--- src/rtl/tps_pkg.sv ---
package tps_pkg;
  localparam int unsigned KEY_W  = 32;
  localparam int unsigned PAY_W  = 32;
  localparam int unsigned STAGES = 5;
  localparam logic [KEY_W-1:0] MIX_MUL_A = 32'h85ebca6b;
  localparam logic [KEY_W-1:0] MIX_MUL_B = 32'hc2b2ae35;

  // one finalizer step; products keep the low word only
  function automatic logic [KEY_W-1:0] mix_step(input int unsigned step,
                                                input logic [KEY_W-1:0] w);
    logic [KEY_W-1:0] r;
    case (step)
      0:       r = w ^ (w >> 16);
      1:       r = w * MIX_MUL_A;
      2:       r = w ^ (w >> 13);
      3:       r = w * MIX_MUL_B;
      default: r = w ^ (w >> 16);
    endcase
    return r;
  endfunction

  function automatic logic [KEY_W-1:0] mix_full(input logic [KEY_W-1:0] k);
    logic [KEY_W-1:0] w;
    w = k;
    for (int unsigned s = 0; s < STAGES; s++) w = mix_step(s, w);
    return w;
  endfunction
endpackage

--- src/rtl/tps_mode_ctl.sv ---
module tps_mode_ctl (
  input  logic clk_i,
  input  logic rst_ni,
  input  logic busy_i,
  input  logic mode_i,
  output logic mode_o
);
  logic mode_q;
  logic mode_d;

  // the mode is only taken from the pin while nothing is in flight
  always_comb begin
    mode_d = busy_i ? mode_q : mode_i;
  end

  always_ff @(posedge clk_i or negedge rst_ni) begin
    if (!rst_ni) mode_q <= 1'b0;
    else         mode_q <= mode_d;
  end

  assign mode_o = mode_d;
endmodule

--- src/rtl/tps_mix_stage.sv ---
module tps_mix_stage
  import tps_pkg::*;
#(
  parameter int unsigned STEP = 0
) (
  input  logic             clk_i,
  input  logic             rst_ni,
  input  logic             en_i,
  input  logic             vld_i,
  input  logic             hash_i,
  input  logic [KEY_W-1:0] word_i,
  input  logic [KEY_W-1:0] key_i,
  input  logic [PAY_W-1:0] pay_i,
  output logic             vld_o,
  output logic             hash_o,
  output logic [KEY_W-1:0] word_o,
  output logic [KEY_W-1:0] key_o,
  output logic [PAY_W-1:0] pay_o
);
  logic [KEY_W-1:0] word_d;

  // radix tuples pass the word through untouched, with the same latency
  always_comb begin
    word_d = hash_i ? mix_step(STEP, word_i) : word_i;
  end

  always_ff @(posedge clk_i or negedge rst_ni) begin
    if (!rst_ni) begin
      vld_o  <= 1'b0;
      hash_o <= 1'b0;
      word_o <= '0;
      key_o  <= '0;
      pay_o  <= '0;
    end else if (en_i) begin
      vld_o  <= vld_i;
      hash_o <= hash_i;
      word_o <= word_d;
      key_o  <= key_i;
      pay_o  <= pay_i;
    end
  end


  stage_freeze_chk: assert property (@(posedge clk_i) disable iff (!rst_ni)
    !en_i |=> $stable(vld_o) && $stable(word_o) && $stable(key_o) && $stable(pay_o));
endmodule

--- src/rtl/tuple_part_sel.sv ---
module tuple_part_sel
  import tps_pkg::*;
#(
  parameter int unsigned IDX_W = 8
) (
  input  logic             clk_i,
  input  logic             rst_ni,
  input  logic             in_valid_i,
  input  logic [31:0]      in_key_i,
  input  logic [31:0]      in_payload_i,
  input  logic             hash_mode_i,
  input  logic             out_ready_i,
  output logic             in_ready_o,
  output logic             out_valid_o,
  output logic [31:0]      out_key_o,
  output logic [31:0]      out_payload_o,
  output logic [IDX_W-1:0] out_index_o
);
  localparam int unsigned LAST = STAGES;

  logic [LAST:0]            vld;
  logic [LAST:0]            hsh;
  logic [LAST:0][KEY_W-1:0] word;
  logic [LAST:0][KEY_W-1:0] key;
  logic [LAST:0][PAY_W-1:0] pay;
  logic                     busy;
  logic                     eff_mode;
  logic                     adv_en;

  assign busy   = |vld[LAST:1];
  assign adv_en = out_ready_i;

  tps_mode_ctl u_mode (
    .clk_i  (clk_i),
    .rst_ni (rst_ni),
    .busy_i (busy),
    .mode_i (hash_mode_i),
    .mode_o (eff_mode)
  );

  assign vld[0]  = in_valid_i;
  assign hsh[0]  = eff_mode;
  assign word[0] = in_key_i;
  assign key[0]  = in_key_i;
  assign pay[0]  = in_payload_i;

  for (genvar s = 0; s < LAST; s++) begin : g_stage
    tps_mix_stage #(.STEP(s)) u_stage (
      .clk_i  (clk_i),
      .rst_ni (rst_ni),
      .en_i   (adv_en),
      .vld_i  (vld[s]),
      .hash_i (hsh[s]),
      .word_i (word[s]),
      .key_i  (key[s]),
      .pay_i  (pay[s]),
      .vld_o  (vld[s+1]),
      .hash_o (hsh[s+1]),
      .word_o (word[s+1]),
      .key_o  (key[s+1]),
      .pay_o  (pay[s+1])
    );
  end

  assign in_ready_o    = out_ready_i;
  assign out_valid_o   = vld[LAST];
  assign out_key_o     = key[LAST];
  assign out_payload_o = pay[LAST];
  assign out_index_o   = word[LAST][IDX_W-1:0];


  hash_index_chk: assert property (@(posedge clk_i) disable iff (!rst_ni)
    (out_valid_o && hsh[LAST]) |-> out_index_o == mix_full(out_key_o)[IDX_W-1:0]);


  radix_index_chk: assert property (@(posedge clk_i) disable iff (!rst_ni)
    (out_valid_o && !hsh[LAST]) |-> out_index_o == out_key_o[IDX_W-1:0]);


  out_hold_chk: assert property (@(posedge clk_i) disable iff (!rst_ni)
    (out_valid_o && !out_ready_i) |=> out_valid_o && $stable(out_key_o)
      && $stable(out_payload_o) && $stable(out_index_o));


  for (genvar k = 2; k <= LAST; k++) begin : g_mode_chk
    same_mode_chk: assert property (@(posedge clk_i) disable iff (!rst_ni)
      (vld[1] && vld[k]) |-> hsh[1] == hsh[k]);
  end
endmodule

--- config.mk ---
export PLATFORM = sky130hd
export DESIGN_NAME = tuple_part_sel
export DESIGN_NICKNAME = d
export VERILOG_FILES = /design/src/rtl/tps_pkg.sv /design/src/rtl/tps_mode_ctl.sv /design/src/rtl/tps_mix_stage.sv /design/src/rtl/tuple_part_sel.sv
export SDC_FILE = /design/constraint.sdc
export NUM_CORES = 2
export LEC_CHECK = 0
export CAP_MARGIN = 20
export CORE_MARGIN = 2
export CORE_UTILIZATION = 55
export CTS_BUF_LIST = sky130_fd_sc_hd__clkbuf_16
export DETAILED_ROUTE_END_ITERATION = 6
export PLACE_DENSITY = 0.77
export SLEW_MARGIN = 20
export SYNTH_ARGS = -nofsm -noshare
export SYNTH_HDL_FRONTEND = slang
export SYNTH_SLANG_ARGS = --single-unit
--- constraint.sdc ---
create_clock -name clk_i -period 11.4 [get_ports clk_i]
set_input_delay 2.28 -clock clk_i [delete_from_list [all_inputs] [get_ports clk_i]]
set_output_delay 2.28 -clock clk_i [all_outputs]
set_load 0.005 [all_outputs]
Yosys cells after proc, flatten, opt, wreduce, memory -nomap -nowiden

Index checks and enable logic that the tools add are counted.

Logic and storage cells: 37
Register bits: 458
Bits of input ports: 69
Output and inout port bits: 74

Mux-type cells: 6
Multipliers: 2
Reduce and logical (&&, ||, !) cells: 1
Bitwise operators: 3

Operator list:

| kind                     | count |
|---|---|
| $mux W32                 | 3 |
| $mul A32 B31 Y24 const B | 1 |
| $mul A32 B32 Y32 const B | 1 |
| $xor A32 B16 Y32         | 1 |
| $xor A32 B19 Y32         | 1 |
| $mux W24                 | 1 |
| $mux W8                  | 1 |
| $xor A8 B8 Y8            | 1 |
| $reduce_or A5 Y1         | 1 |
| $mux W1                  | 1 |

Depth between registers and ports, before layout

Word-level depth: 3
Gate-level depth with buffers: 24
Gate-level depth less buffers: 23

Cells and area by module

Synthesis repeated with hierarchy kept, for this count alone.

Cell total of the unflattened synthesis: 3181
Area total of the unflattened synthesis: 37611.1 µm²

By module, submodules not included:

| module                                 | seq. area each (µm²) | instances | area each (µm²) | cells an instance |
|---|---|---|---|---|
| tps_mix_stage (g_stage[1].u_stage)     | 2452.4               | 1         | 12939.9         | 1204 |
| tps_mix_stage (g_stage[3].u_stage)     | 2452.4               | 1         | 12462.0         | 1179 |
| tps_mix_stage (g_stage[0].u_stage ...) | 2452.4               | 2         | 4040.1          | 261 |
| tps_mix_stage (g_stage[2].u_stage)     | 2452.4               | 1         | 4068.9          | 270 |
| tps_mode_ctl                           | 25.0                 | 1         | 40.0            | 2 |
| tuple_part_sel                         | 0.0                  | 1         | 20.0            | 4 |

Worst setup path after synthesis

Ideal clock, no wire load.

Path kind: register to register
From: register g_stage[0].u_stage.word_o[8]
To: register g_stage[1].u_stage.word_o[31]
Cell stages (with the launch flop): 22
Slack: 5018 ps
Library setup time: 127 ps
Required time: 11273 ps
Arrival time: 6255 ps
Path buffers: 0
Path through: dfrtp_1 > inv_1 > fa_1 > inv_1 > fa_1 > fa_1 > inv_1 > fa_1 > fa_1 > inv_1 > fa_1 > fa_1 > fa_1 > ha_1 > nand4_1 > nor2_1 > nand4_1 > a211oi_1 > nor4b_1 > o41ai_1 > xnor2_1 > o21ai_1

Word-level cells in the longest chain between the ends: 2

RTL lines:

| element                  | RTL line            | text |
|---|---|---|
| start: declaration       | tps_mix_stage.sv:16 | `output logic [KEY_W-1:0] word_o,` |
| start signal: assignment | tps_mix_stage.sv:37 | `word_o <= word_d;` |
| $mul A32 B32 Y32         | tps_pkg.sv:14       | `1: r = w * MIX_MUL_A;` |
| $mux W32                 | tps_mix_stage.sv:24 | `word_d = hash_i ? mix_step(STEP, word_i) : word_i;` |
| end signal: assignment   | tps_mix_stage.sv:37 |  |
| end: declaration         | tps_mix_stage.sv:16 |  |

Every way passes these cells.
A chain may end at the register's enable or synchronous reset.

Worst setup path in the final report

Same ends and word-level chain as after synthesis.

==> impl_metrics.csv <==
group,metric,value,unit
run_status,outcome,"complete, no violations",
yosys,avgSynthCellArea,12.2,um2
yosys,synthSimpleGateAreaFrac,0.0319,
cts,insertion_delay,0.58,ns
cts,ctsHoldBuffers,0,
global_route,grt_usage,0.262,
floorplanning,die_w,238,um
timing,finalSetupViolCount,0,
yosys,netlist_instances,2469,
timing,fmax,0.141,GHz
layout,layout.nets,3293,
worst_setup_path,critPathMaxFanout,7,
worst_hold_path,min-delay-start,"g_stage[3].u_stage.word_o[16]",
yosys,synth-async-reset-ratio,1.00,
layout,area_delta_synth_final,11.9,%
detailed_routing,routed_via_density,5.54,
worst_setup_path,startpoint_type,"flip-flop",
global_route,antenna_found_initial,1,
detailed_routing,post_drt_wl_per_cell,21.2,um
timing,slew_viol_final,0,
flow_run,maxCapViolations,0,
floorplanning,io_pins,143,
cts,htreeDepth,2,
yosys,synth_compound_area_frac,0.0462,
worst_setup_path,regToRegStartpoint,"g_stage[0].u_stage.word_o[8]",
yosys,ys_seq_area_frac,0.354,
detailed_routing,drt-total-wl,70500,um
worst_setup_path,slowest_delay,0.57,ns
yosys,synth_top_family_by_area,"adder cells",
yosys,synth_flop_cell,"dfrtp_1",
floorplanning,rows,85,
worst_setup_path,cp.required,11.85,ns
yosys,synth_edf_count,0,
cts,clock_path_buffers,3,
placement,post-dp-hpwl,55300,um
cts,postCtsResizedCells,0,
worst_setup_path,critPathLaunch,"g_stage[0].u_stage.word_o[8]",
cts,cts_tree,"done",
worst_setup_path,crit_arrival,7.54,ns
detailed_routing,drc_errors,0,
timing,finalHoldWorstSlack,0.479,ns
timing,rsz0062_at_grt,"false",
placement,gp_congestion,0.942,
layout,layout.cells.non_filler,3324,
global_route,grt_pass1_vias,20279,
floorplanning,initial_core_util,0.557,
detailed_routing,postRouteAntennaNets,0,
placement,dp.cells,3246,
cts,clkSinkCount,426,
worst_setup_path,cp_common_cell,"fa_1",
timing,hold_viol,0,
detailed_routing,dr.pass1.iters,5,
yosys,synth_fp_nets,3165,
global_route,grt_pass1_wl,114000,um
timing,post-route-min-period,7.09,ns
timing,slew_headroom,0.336,
cts,postCtsSetupBuffers,0,
cts,path_clk_slew,0.06,ns
worst_hold_path,hp-class,"reg -> reg",
layout,final_util,0.624,
yosys,muxShareOfSynthArea,0.132,
worst_setup_path,crit_path_cell_trace,"inv_1 -> fa_1 -> inv_1 -> fa_1 -> fa_1 -> inv_1 -> fa_1 -> fa_1 -> inv_1 -> fa_1 -> fa_1 -> fa_1 -> ha_1 -> nand4_1 -> nor2_1 -> nand4_1 -> a211oi_1 -> nor4b_1 -> o41ai_1 -> xnor2_1 -> o21ai_1",
timing,tightest_slew,0.996,ns
yosys,synthAdderAreaFrac,0.337,
timing,fin_tns_setup,0,ns
layout,drive_above_1_share,0.159,
cts,cts_buffers,43,
floorplanning,floorplan.die_area,56600,um2
worst_setup_path,critPathKind,"reg -> reg",
global_route,overflow,0,
placement,io_buffer_count,142,
yosys,synth.distinct_cells,59,
timing,skew,0.0209,ns
global_route,grt_max_degree,170,
yosys,synth_xor_area_frac,0.0369,
layout,n_antenna_cell,0,
cts,clk_root_buffer_cell,"clkbuf_16",
detailed_routing,drtIter0Drc,1162,
timing,fin_crit_sh,0.622,
detailed_routing,vias,18416,
yosys,synth-seq-cells,426,
worst_setup_path,crit_slowest_cell,"fa_1",
floorplanning,core,54000,um2
yosys,yosys_warnings,0,
yosys,syn_area,30100,um2
floorplanning,die_h,238,um
worst_setup_path,end_kind,"flip-flop",
## cell usage after synthesis, types with 3 or more instances
cell / instances / area share
nand2_1: 64 / 0.0080
inv_1: 423 / 0.053
nand3_1: 13 / 0.0022
mux2_2: 337 / 0.13
nor3_1: 14 / 0.0023
nor2b_1: 9 / 0.0019
o21bai_1: 7 / 0.0017
o21ai_0: 21 / 0.0035
o21a_1: 8 / 0.0020
o41ai_1: 3 / 0.00087
ha_1: 321 / 0.13
or3_1: 5 / 0.0010
dfrtp_1: 426 / 0.35
o21ai_1: 7 / 0.0012
xor2_1: 55 / 0.016
a31oi_1: 5 / 0.0010
nor2_1: 92 / 0.011
xnor2_1: 72 / 0.021
a211o_1: 4 / 0.0012
mux2i_1: 19 / 0.0063
a311o_1: 3 / 0.0010
a21oi_1: 103 / 0.017
clkbuf_1: 58 / 0.0072
nor3b_1: 3 / 0.00075
a211oi_1: 8 / 0.0020
buf_1: 11 / 0.0014
and3_1: 3 / 0.00062
o211ai_1: 3 / 0.00075
nand4_1: 7 / 0.0015
a21o_1: 20 / 0.0050
fa_1: 306 / 0.20
## worst paths after layout
path                                                  to  slack, ns  depth (start not counted)
setup reg to reg           g_stage[1].u_stage.word_o[31]       4.31                         21
min in group asynchronous   g_stage[3].u_stage.word_o[5]       1.63                          1
hold / removal             g_stage[3].u_stage.word_o[16]       0.48                          1
max in group asynchronous  g_stage[0].u_stage.word_o[10]       7.64                          3
setup / recovery           g_stage[1].u_stage.word_o[31]       4.31                         21
hold reg to reg            g_stage[3].u_stage.word_o[16]       0.48                          1
## worst max-delay path, delay by kind of cell (launching register included)
| kind | cells | cell delay, ns |
|---|---|---|
| simple gates | 4 | 0.68 |
| fa+ha+maj | 9 | 4.31 |
| xor+xnor | 1 | 0.16 |
| compound gates | 3 | 0.91 |
| buf+inv | 4 | 0.37 |
| flops | 1 | 0.51 |
## placed cells by master (no fill, tap or decap), types with 8 or more instances in the layout
cell,Yosys,routed
o21ai_0,21,21
mux2_2,337,337
nor2_1,92,92
nand3_1,13,13
buf_4,1,10
nand2_1,64,64
a21o_1,20,20
clkdlybuf4s50_1,0,140
o21a_1,8,8
nor3_1,14,14
clkbuf_16,0,43
a21oi_1,103,103
mux2i_1,19,19
xnor2_1,72,72
nor2b_1,9,9
dfrtp_1,426,426
fa_1,306,306
inv_1,423,433
xor2_1,55,55
a211oi_1,8,8
ha_1,321,321
clkinv_1,1,10
## flip-flops by register name, indices dropped and copies added (netlist names)
signal / flops
g_stage.u_stage.pay_o: 160
g_stage.u_stage.word_o: 96
g_stage.u_stage.vld_o: 5
g_stage.u_stage.key_o: 160
g_stage.u_stage.hash_o: 4
u_mode.mode_q: 1
## final cells by class
cell class	count	area, um2
clock buffers	43	1080
clock inverters	33	327
fillers	4201	20300
inverters	424	1590
multi-input cells	1547	17600
flip-flops and latches	426	10700
well taps	696	871
repair buffers	155	1580
## kinds of logic (layout without fill, tap and decap cells)
logic type | Yosys count | in the layout
XOR/XNOR | 127 | 127
multiplexers | 356 | 356
AND/OR/NAND/NOR | 219 | 219
buffers and inverters | 496 | 655
adder cells (fa/ha/maj) | 627 | 627
flip-flops | 426 | 426
AO/OA/AOI/OAI | 218 | 218
## metrics by stage
step                setup WS (ns)  cell area [um2]
floorplan                    5.02            30100
global placement             4.53            32200
detailed placement           4.39            32200
CTS                          4.38            33600
global route                 3.96            33700
finish                       4.31            33700
## routing by layer
metal | share of wire | global-route usage | vias up
met2 | 0.48 | 0.432 | 464
li1 | - | - | 8325
met1 | 0.44 | 0.359 | 9493
met4 | 0.029 | 0.0778 | 2
met5 | 0.00023 | 0 | -
met3 | 0.055 | 0.0456 | 132
Power is left out: the tool's default activity adds up to more than one toggle a clock period on the data nets, which glitch-free logic cannot reach.
